$ cat src/rtl/adc_lock_pkg.sv
package adc_lock_pkg;
  localparam int unsigned DEF_RES_W  = 10;
  localparam int unsigned DEF_BYTE_W = 8;

  typedef struct packed {
    logic capture;
    logic setFlag;
    logic clrFlag;
  } ctlStrobes_t;
endpackage

$ cat src/rtl/adc_lock_ctl.sv
module adc_lock_ctl
  import adc_lock_pkg::*;
(
  input  logic        clk,
  input  logic        rstN,
  input  logic        convDone,
  input  logic        rdLowStb,
  input  logic        rdHighStb,
  input  logic        irqClear,
  output logic        lockState,
  output ctlStrobes_t strobes
);
  logic lockNext;

  // The high read finishes a pair, so it wins when both strobes come together.
  always_comb begin
    lockNext = lockState;
    if (rdLowStb)  lockNext = 1'b1;
    if (rdHighStb) lockNext = 1'b0;
  end

  always_ff @(posedge clk or negedge rstN) begin
    if (!rstN) lockState <= 1'b0;
    else       lockState <= lockNext;
  end

  // A low read in this cycle already forbids capture: software has just
  // sampled the old low byte.
  always_comb begin
    strobes.capture = convDone & ~lockState & ~rdLowStb;
    strobes.setFlag = convDone;
    strobes.clrFlag = irqClear;
  end
endmodule

$ cat src/rtl/adc_lock_dp.sv
module adc_lock_dp
  import adc_lock_pkg::*;
#(
  parameter int unsigned RES_W  = DEF_RES_W,
  parameter int unsigned BYTE_W = DEF_BYTE_W
) (
  input  logic              clk,
  input  logic              rstN,
  input  ctlStrobes_t       strobes,
  input  logic [RES_W-1:0]  convData,
  input  logic              leftAdjust,
  input  logic              irqEnable,
  output logic [BYTE_W-1:0] lowData,
  output logic [BYTE_W-1:0] highData,
  output logic              irqReq,
  output logic [RES_W-1:0]  storedRaw,
  output logic              irqFlag
);
  localparam int unsigned HI_BITS = RES_W - BYTE_W;
  localparam int unsigned PAD_W   = BYTE_W - HI_BITS;

  always_ff @(posedge clk or negedge rstN) begin
    if (!rstN)                storedRaw <= '0;
    else if (strobes.capture) storedRaw <= convData;
  end

  // Set has priority so that no completion is lost.
  always_ff @(posedge clk or negedge rstN) begin
    if (!rstN)                irqFlag <= 1'b0;
    else if (strobes.setFlag) irqFlag <= 1'b1;
    else if (strobes.clrFlag) irqFlag <= 1'b0;
  end

  logic [BYTE_W-1:0] rightLow, rightHigh, leftLow, leftHigh;

  always_comb begin
    rightLow  = storedRaw[BYTE_W-1:0];
    rightHigh = {{PAD_W{1'b0}}, storedRaw[RES_W-1:BYTE_W]};
    leftHigh  = storedRaw[RES_W-1 -: BYTE_W];
    leftLow   = {storedRaw[HI_BITS-1:0], {PAD_W{1'b0}}};
  end

  assign lowData  = leftAdjust ? leftLow  : rightLow;
  assign highData = leftAdjust ? leftHigh : rightHigh;
  assign irqReq   = irqFlag & irqEnable;
endmodule

$ cat src/rtl/adc_result_lock.sv
module adc_result_lock
  import adc_lock_pkg::*;
#(
  parameter int unsigned RES_W  = DEF_RES_W,
  parameter int unsigned BYTE_W = DEF_BYTE_W
) (
  input  logic              clk,
  input  logic              rstN,
  input  logic              convDone,
  input  logic [RES_W-1:0]  convData,
  input  logic              rdLowStb,
  input  logic              rdHighStb,
  input  logic              leftAdjust,
  input  logic              irqEnable,
  input  logic              irqClear,
  output logic [BYTE_W-1:0] lowData,
  output logic [BYTE_W-1:0] highData,
  output logic              irqReq
);
  ctlStrobes_t      strobes;
  logic             lockState;
  logic             irqFlag;
  logic [RES_W-1:0] storedRaw;

  adc_lock_ctl i_ctl (
    .clk(clk), .rstN(rstN), .convDone(convDone), .rdLowStb(rdLowStb),
    .rdHighStb(rdHighStb), .irqClear(irqClear),
    .lockState(lockState), .strobes(strobes)
  );

  adc_lock_dp #(.RES_W(RES_W), .BYTE_W(BYTE_W)) i_dp (
    .clk(clk), .rstN(rstN), .strobes(strobes), .convData(convData),
    .leftAdjust(leftAdjust), .irqEnable(irqEnable),
    .lowData(lowData), .highData(highData), .irqReq(irqReq),
    .storedRaw(storedRaw), .irqFlag(irqFlag)
  );
endmodule

$ cat config.mk
export PLATFORM = sky130hd
export DESIGN_NAME = adc_result_lock
export DESIGN_NICKNAME = d
export VERILOG_FILES = /design/src/rtl/adc_lock_pkg.sv /design/src/rtl/adc_lock_ctl.sv /design/src/rtl/adc_lock_dp.sv /design/src/rtl/adc_result_lock.sv
export SDC_FILE = /design/constraint.sdc
export NUM_CORES = 1
export LEC_CHECK = 0
export BUFFER_PORTS_ARGS = -buffer_cell sky130_fd_sc_hd__buf_2
export CORE_UTILIZATION = 43
export CTS_CLUSTER_SIZE = 25
export DETAILED_ROUTE_END_ITERATION = 12
export PLACE_DENSITY = 0.77
export SLEW_MARGIN = 20
export SYNTH_ARGS = -nofsm -noshare
export SYNTH_HDL_FRONTEND = slang
export SYNTH_HIERARCHICAL = 1
export SYNTH_SLANG_ARGS = --single-unit
$ cat constraint.sdc
create_clock -name clk -period 1.5 [get_ports clk]
set_input_delay 0.075 -clock clk [delete_from_list [all_inputs] [get_ports clk]]
set_output_delay 0.075 -clock clk [all_outputs]
set_load 0.02 [all_outputs]
# After elaboration in Yosys (flattened, before gate mapping)
# Index checks and enable logic that the tools add are counted.
dict set report totals {
  output_inout_bits 17
  register_bits 12
}
dict set report op_classes {
  n_reduce_logical 2
  muxes 6
  n_bitwise 5
}
# operator count
set op_table {}
lappend op_table {{$mux W8} 2}
lappend op_table {{$mux W1} 4}
lappend op_table {{$reduce_bool A2 Y1} 2}
lappend op_table {{$and A1 B1 Y1} 3}
lappend op_table {{$not A1 Y1} 2}

# Logic depth before layout (Yosys ltp)
dict set report logic_depth {
  word_depth 3
  ltp_mapped 3
  depth_no_buf 2
}

# Modules after synthesis
# The synthesis kept the hierarchy.
# module n_inst cells_each seq_area_each_um2 area_per_inst_um2
set modules_own_cells {}
lappend modules_own_cells {adc_lock_dp 1 43 275.3 611.8}
lappend modules_own_cells {adc_lock_ctl 1 5 25.0 62.6}

# Least setup slack after synthesis
# No wires, ideal clock.
dict set report synth_timing {
  path_kind {reg2reg}
  startpoint {reg i_ctl.lockState}
  endpoint {reg i_dp.storedRaw[0]}
  arrival_time_ns 1.011
  setup_time_ns 0.125
  slack_ns 0.364
  path_stages_with_launch 4
  cell_sequence {dfrtp_1 > nor3b_2 > buf_6 > mux2_4}
}
# element line_no
set synth_lines {}
lappend synth_lines {{start, declared} adc_lock_ctl.sv:10} ;# output logic lockState,
lappend synth_lines {{start signal, assigned} adc_lock_ctl.sv:24} ;# else lockState <= lockNext;
lappend synth_lines {{end signal, assigned} adc_lock_dp.sv:24} ;# else if (strobes.capture) storedRaw <= convData;
lappend synth_lines {{end, declared} adc_lock_dp.sv:16} ;# output logic [RES_W-1:0] storedRaw,

==> impl_metrics.py <==
metrics = {
    "clock_tree": {
        "cts.path.max_buffers": 2,
        "clock_latency_ps": 260,
        "clkSinkCount": 12,
        "path_clk_slew_ps": 70,
        "cts.root.buffer_cell": "clkbuf_4",
        "cts_tree": "yes",
        "cts-hold-fix-buffers": 2,
        "post_cts_resized": 0,
        "cts_buffers": 3,
        "cts-htree-levels": 1,
        "cts_post_setup_buffers_inserted": 0,
    },
    "timing": {
        "fmax_ghz": 0.804,
        "finalSetupViolations": 0,
        "layout_min_cycle_time_ps": 1240,
        "setup-tns-final_ps": 0,
        "final_report_max_slew_violation_count": 0,
        "clock-skew-final_ps": 1.30,
        "worst_slack_ps": 257,
        "final_hold_viol_count": 0,
        "rsz0062_at_grt": "false",
        "normalized_max_slew_margin_pct": 78.7,
        "worst_slew_pin_slew_ps": 319,
        "portion_of_the_clock_cycle_consumed_by_the_worst_path_in_the_final_layout_pct": 82.9,
    },
    "setup_path": {
        "timing_worst_setup_path_type": "primary input to register",
        "critPathArrivalTime_ps": 1390,
        "worstSetupStartpointType": "primary input",
        "worst_setup_path_end_kind": "register",
        "critPathMaxFanout": 10,
        "worst_ep_required_time_ps": 1650,
    },
    "placement": {
        "dp_hpwl_microns": 856,
        "io_buffer_count": 34,
        "finalWeightedCongestion": 0.675,
        "dpl_worst_slack_ps": 294,
    },
    "routing": {
        "final_antenna_net_count": 0,
        "vias_per_cell": 4.64,
        "number_of_drc_violations_after_detailed_routing_iteration_0": 3,
        "wl_microns": 1170,
        "routed_length_per_placed_instance_microns": 11.8,
        "drtPass1Iterations": 2,
        "drc": 0,
        "detailroute.via_count": 459,
    },
    "yosys": {
        "netlist_top_cells_count": "14 x mux2_4, 12 x dfrtp_1, 7 x and2_1, 6 x nor2b_1, 3 x buf_6",
        "synth_nets": 66,
        "post_synth_inst_count": 48,
        "synth_sequential_area_ratio_pct": 44.5,
        "synthTopCellsByArea": "dfrtp_1 45%, mux2_4 31%, and2_1 6.5%",
        "postSynth.asyncResetShare_pct": 100,
        "synth-edff-count": 0,
        "post-synth-top-area-cell": "dfrtp_1",
        "synth_flop_cell": "dfrtp_1",
        "synth-seq-cells": 12,
        "synth_largest_type_area_fraction_pct": 44.5,
        "synth_area_per_cell_sq_um": 14.0,
        "yosys.cell_count.top_type": "mux2_4",
        "netlist-cell-type-count": 10,
        "ys_warnings": 6,
        "post_syn_area_sq_um": 674,
    },
    "grt": {
        "grt_usage_pct": 14.4,
        "grt_pass1_vias": 450,
        "antenna_found_initial": 0,
        "largest_net_degree_at_the_start_of_global_routing": 17,
        "grt_pass1_wl_microns": 1910,
        "grt_overflow": 0,
    },
    "floorplanning": {
        "fp.coreArea_sq_mm": 0.00138,
        "dieHeight_microns": 41.6,
        "die_w_microns": 41.6,
        "num_io_pins": 35,
        "floorplan.die_area_sq_mm": 0.00173,
        "core.rowCount": 13,
        "initial_standard_cell_utilization_of_the_core_pct": 48.8,
    },
    "power": {
        "ir_worst_vdd_mv": 0.705,
        "power_per_cell_area_mw_per_mm2": 1160,
        "power.leakage_nw": 0.480,
    },
    "layout": {
        "final_net_count": 103,
        "antenna-diode-count": 0,
        "finalCoreUtilization_pct": 63.5,
        "area.growth.synth_to_final_pct": 30.2,
        "share_of_post_route_cells_with_drive_strength_above_1_pct": 64.3,
    },
    "min_path": {
        "worst_hold_path_type": "primary input to register",
    },
    "flow_run": {
        "total_of_max_cap_violations": 0,
    },
    "status": {
        "run_status": "finished clean",
    },
}
==> layout by cell type, fill, tap and decap left out, drive strengths merged <==
cell / count
dfrtp: 12
inv: 1
buf: 35
clkbuf: 4
nor3b: 1
o21ba: 1
a21o: 1
dlygate4sd3: 2
mux2: 14
nor2b: 6
and2: 7
==> layer usage <==
layer,GRT usage (%),wire length [microns],vias up
met5,0,0,-
met4,5.81,0,0
met3,3.04,55,0
met2,25.0,631,16
met1,17.3,485,213
li1,-,-,230
==> logic make-up (layout without fill, tap and decap cells) <==
family | after synthesis | in the layout | synth area share, %
buffers and inverters | 6 | 42 | 7.79
multiplexers | 14 | 14 | 31.2
AND/OR/NAND/NOR | 14 | 14 | 13.9
flip-flops | 12 | 12 | 44.5
AO/OA/AOI/OAI | 2 | 2 | 2.60
==> state kept, by name, indices dropped and copies added (netlist names) <==
register	count
i_dp/irqFlag	1
i_ctl/lockState	1
i_dp/storedRaw	10
==> critical path, stage by stage <==
cell,delay [ps]
dlygate4sd3_1,520
buf_2,100
nor3b_2,140
buf_4,230
mux2_4,320
==> layout make-up <==
cell class	instances	area [sq um]
Fill cell	109	504
Multi-Input combinational cell	30	322
Sequential cell	12	300
Timing Repair Buffer	37	198
Clock buffer	4	36.3
Tap cell	15	18.8
Inverter	1	3.75
==> through the flow <==
step                std cells  hold slack (ps)  power (mW)  area [sq um]
floorplan                  48             -221       0.678           674
global placement           93            -42.9       0.766           822
detailed placement         93            -35.5       0.775           822
CTS                        99             34.1        1.03           878
global route               99             24.7        1.07           878
finish                     99             38.7        1.02           878
==> report_power, final <==
part / internal (mW) / switching (mW) / total (mW)
Clock: 0.147 / 0.101 / 0.248
Sequential: 0.379 / 0.0417 / 0.421
Combinational: 0.192 / 0.157 / 0.349
==> path summary, 6_finish.rpt <==
check | cells past startpoint | slack, ps | to | start
setup / recovery | 5 | 260 | i_dp/storedRaw[5] | convDone
hold / removal | 2 | 40 | i_dp/storedRaw[6] | convData[6]
setup reg to reg | 3 | 290 | i_dp/storedRaw[5] | i_ctl/lockState
hold reg to reg | 1 | 480 | i_dp/irqFlag | i_dp/irqFlag
max in group asynchronous | 2 | 1060 | i_dp/storedRaw[6] | rstN
min in group asynchronous | 2 | 230 | i_ctl/lockState | rstN
Power figures use the tool's default switching activity.
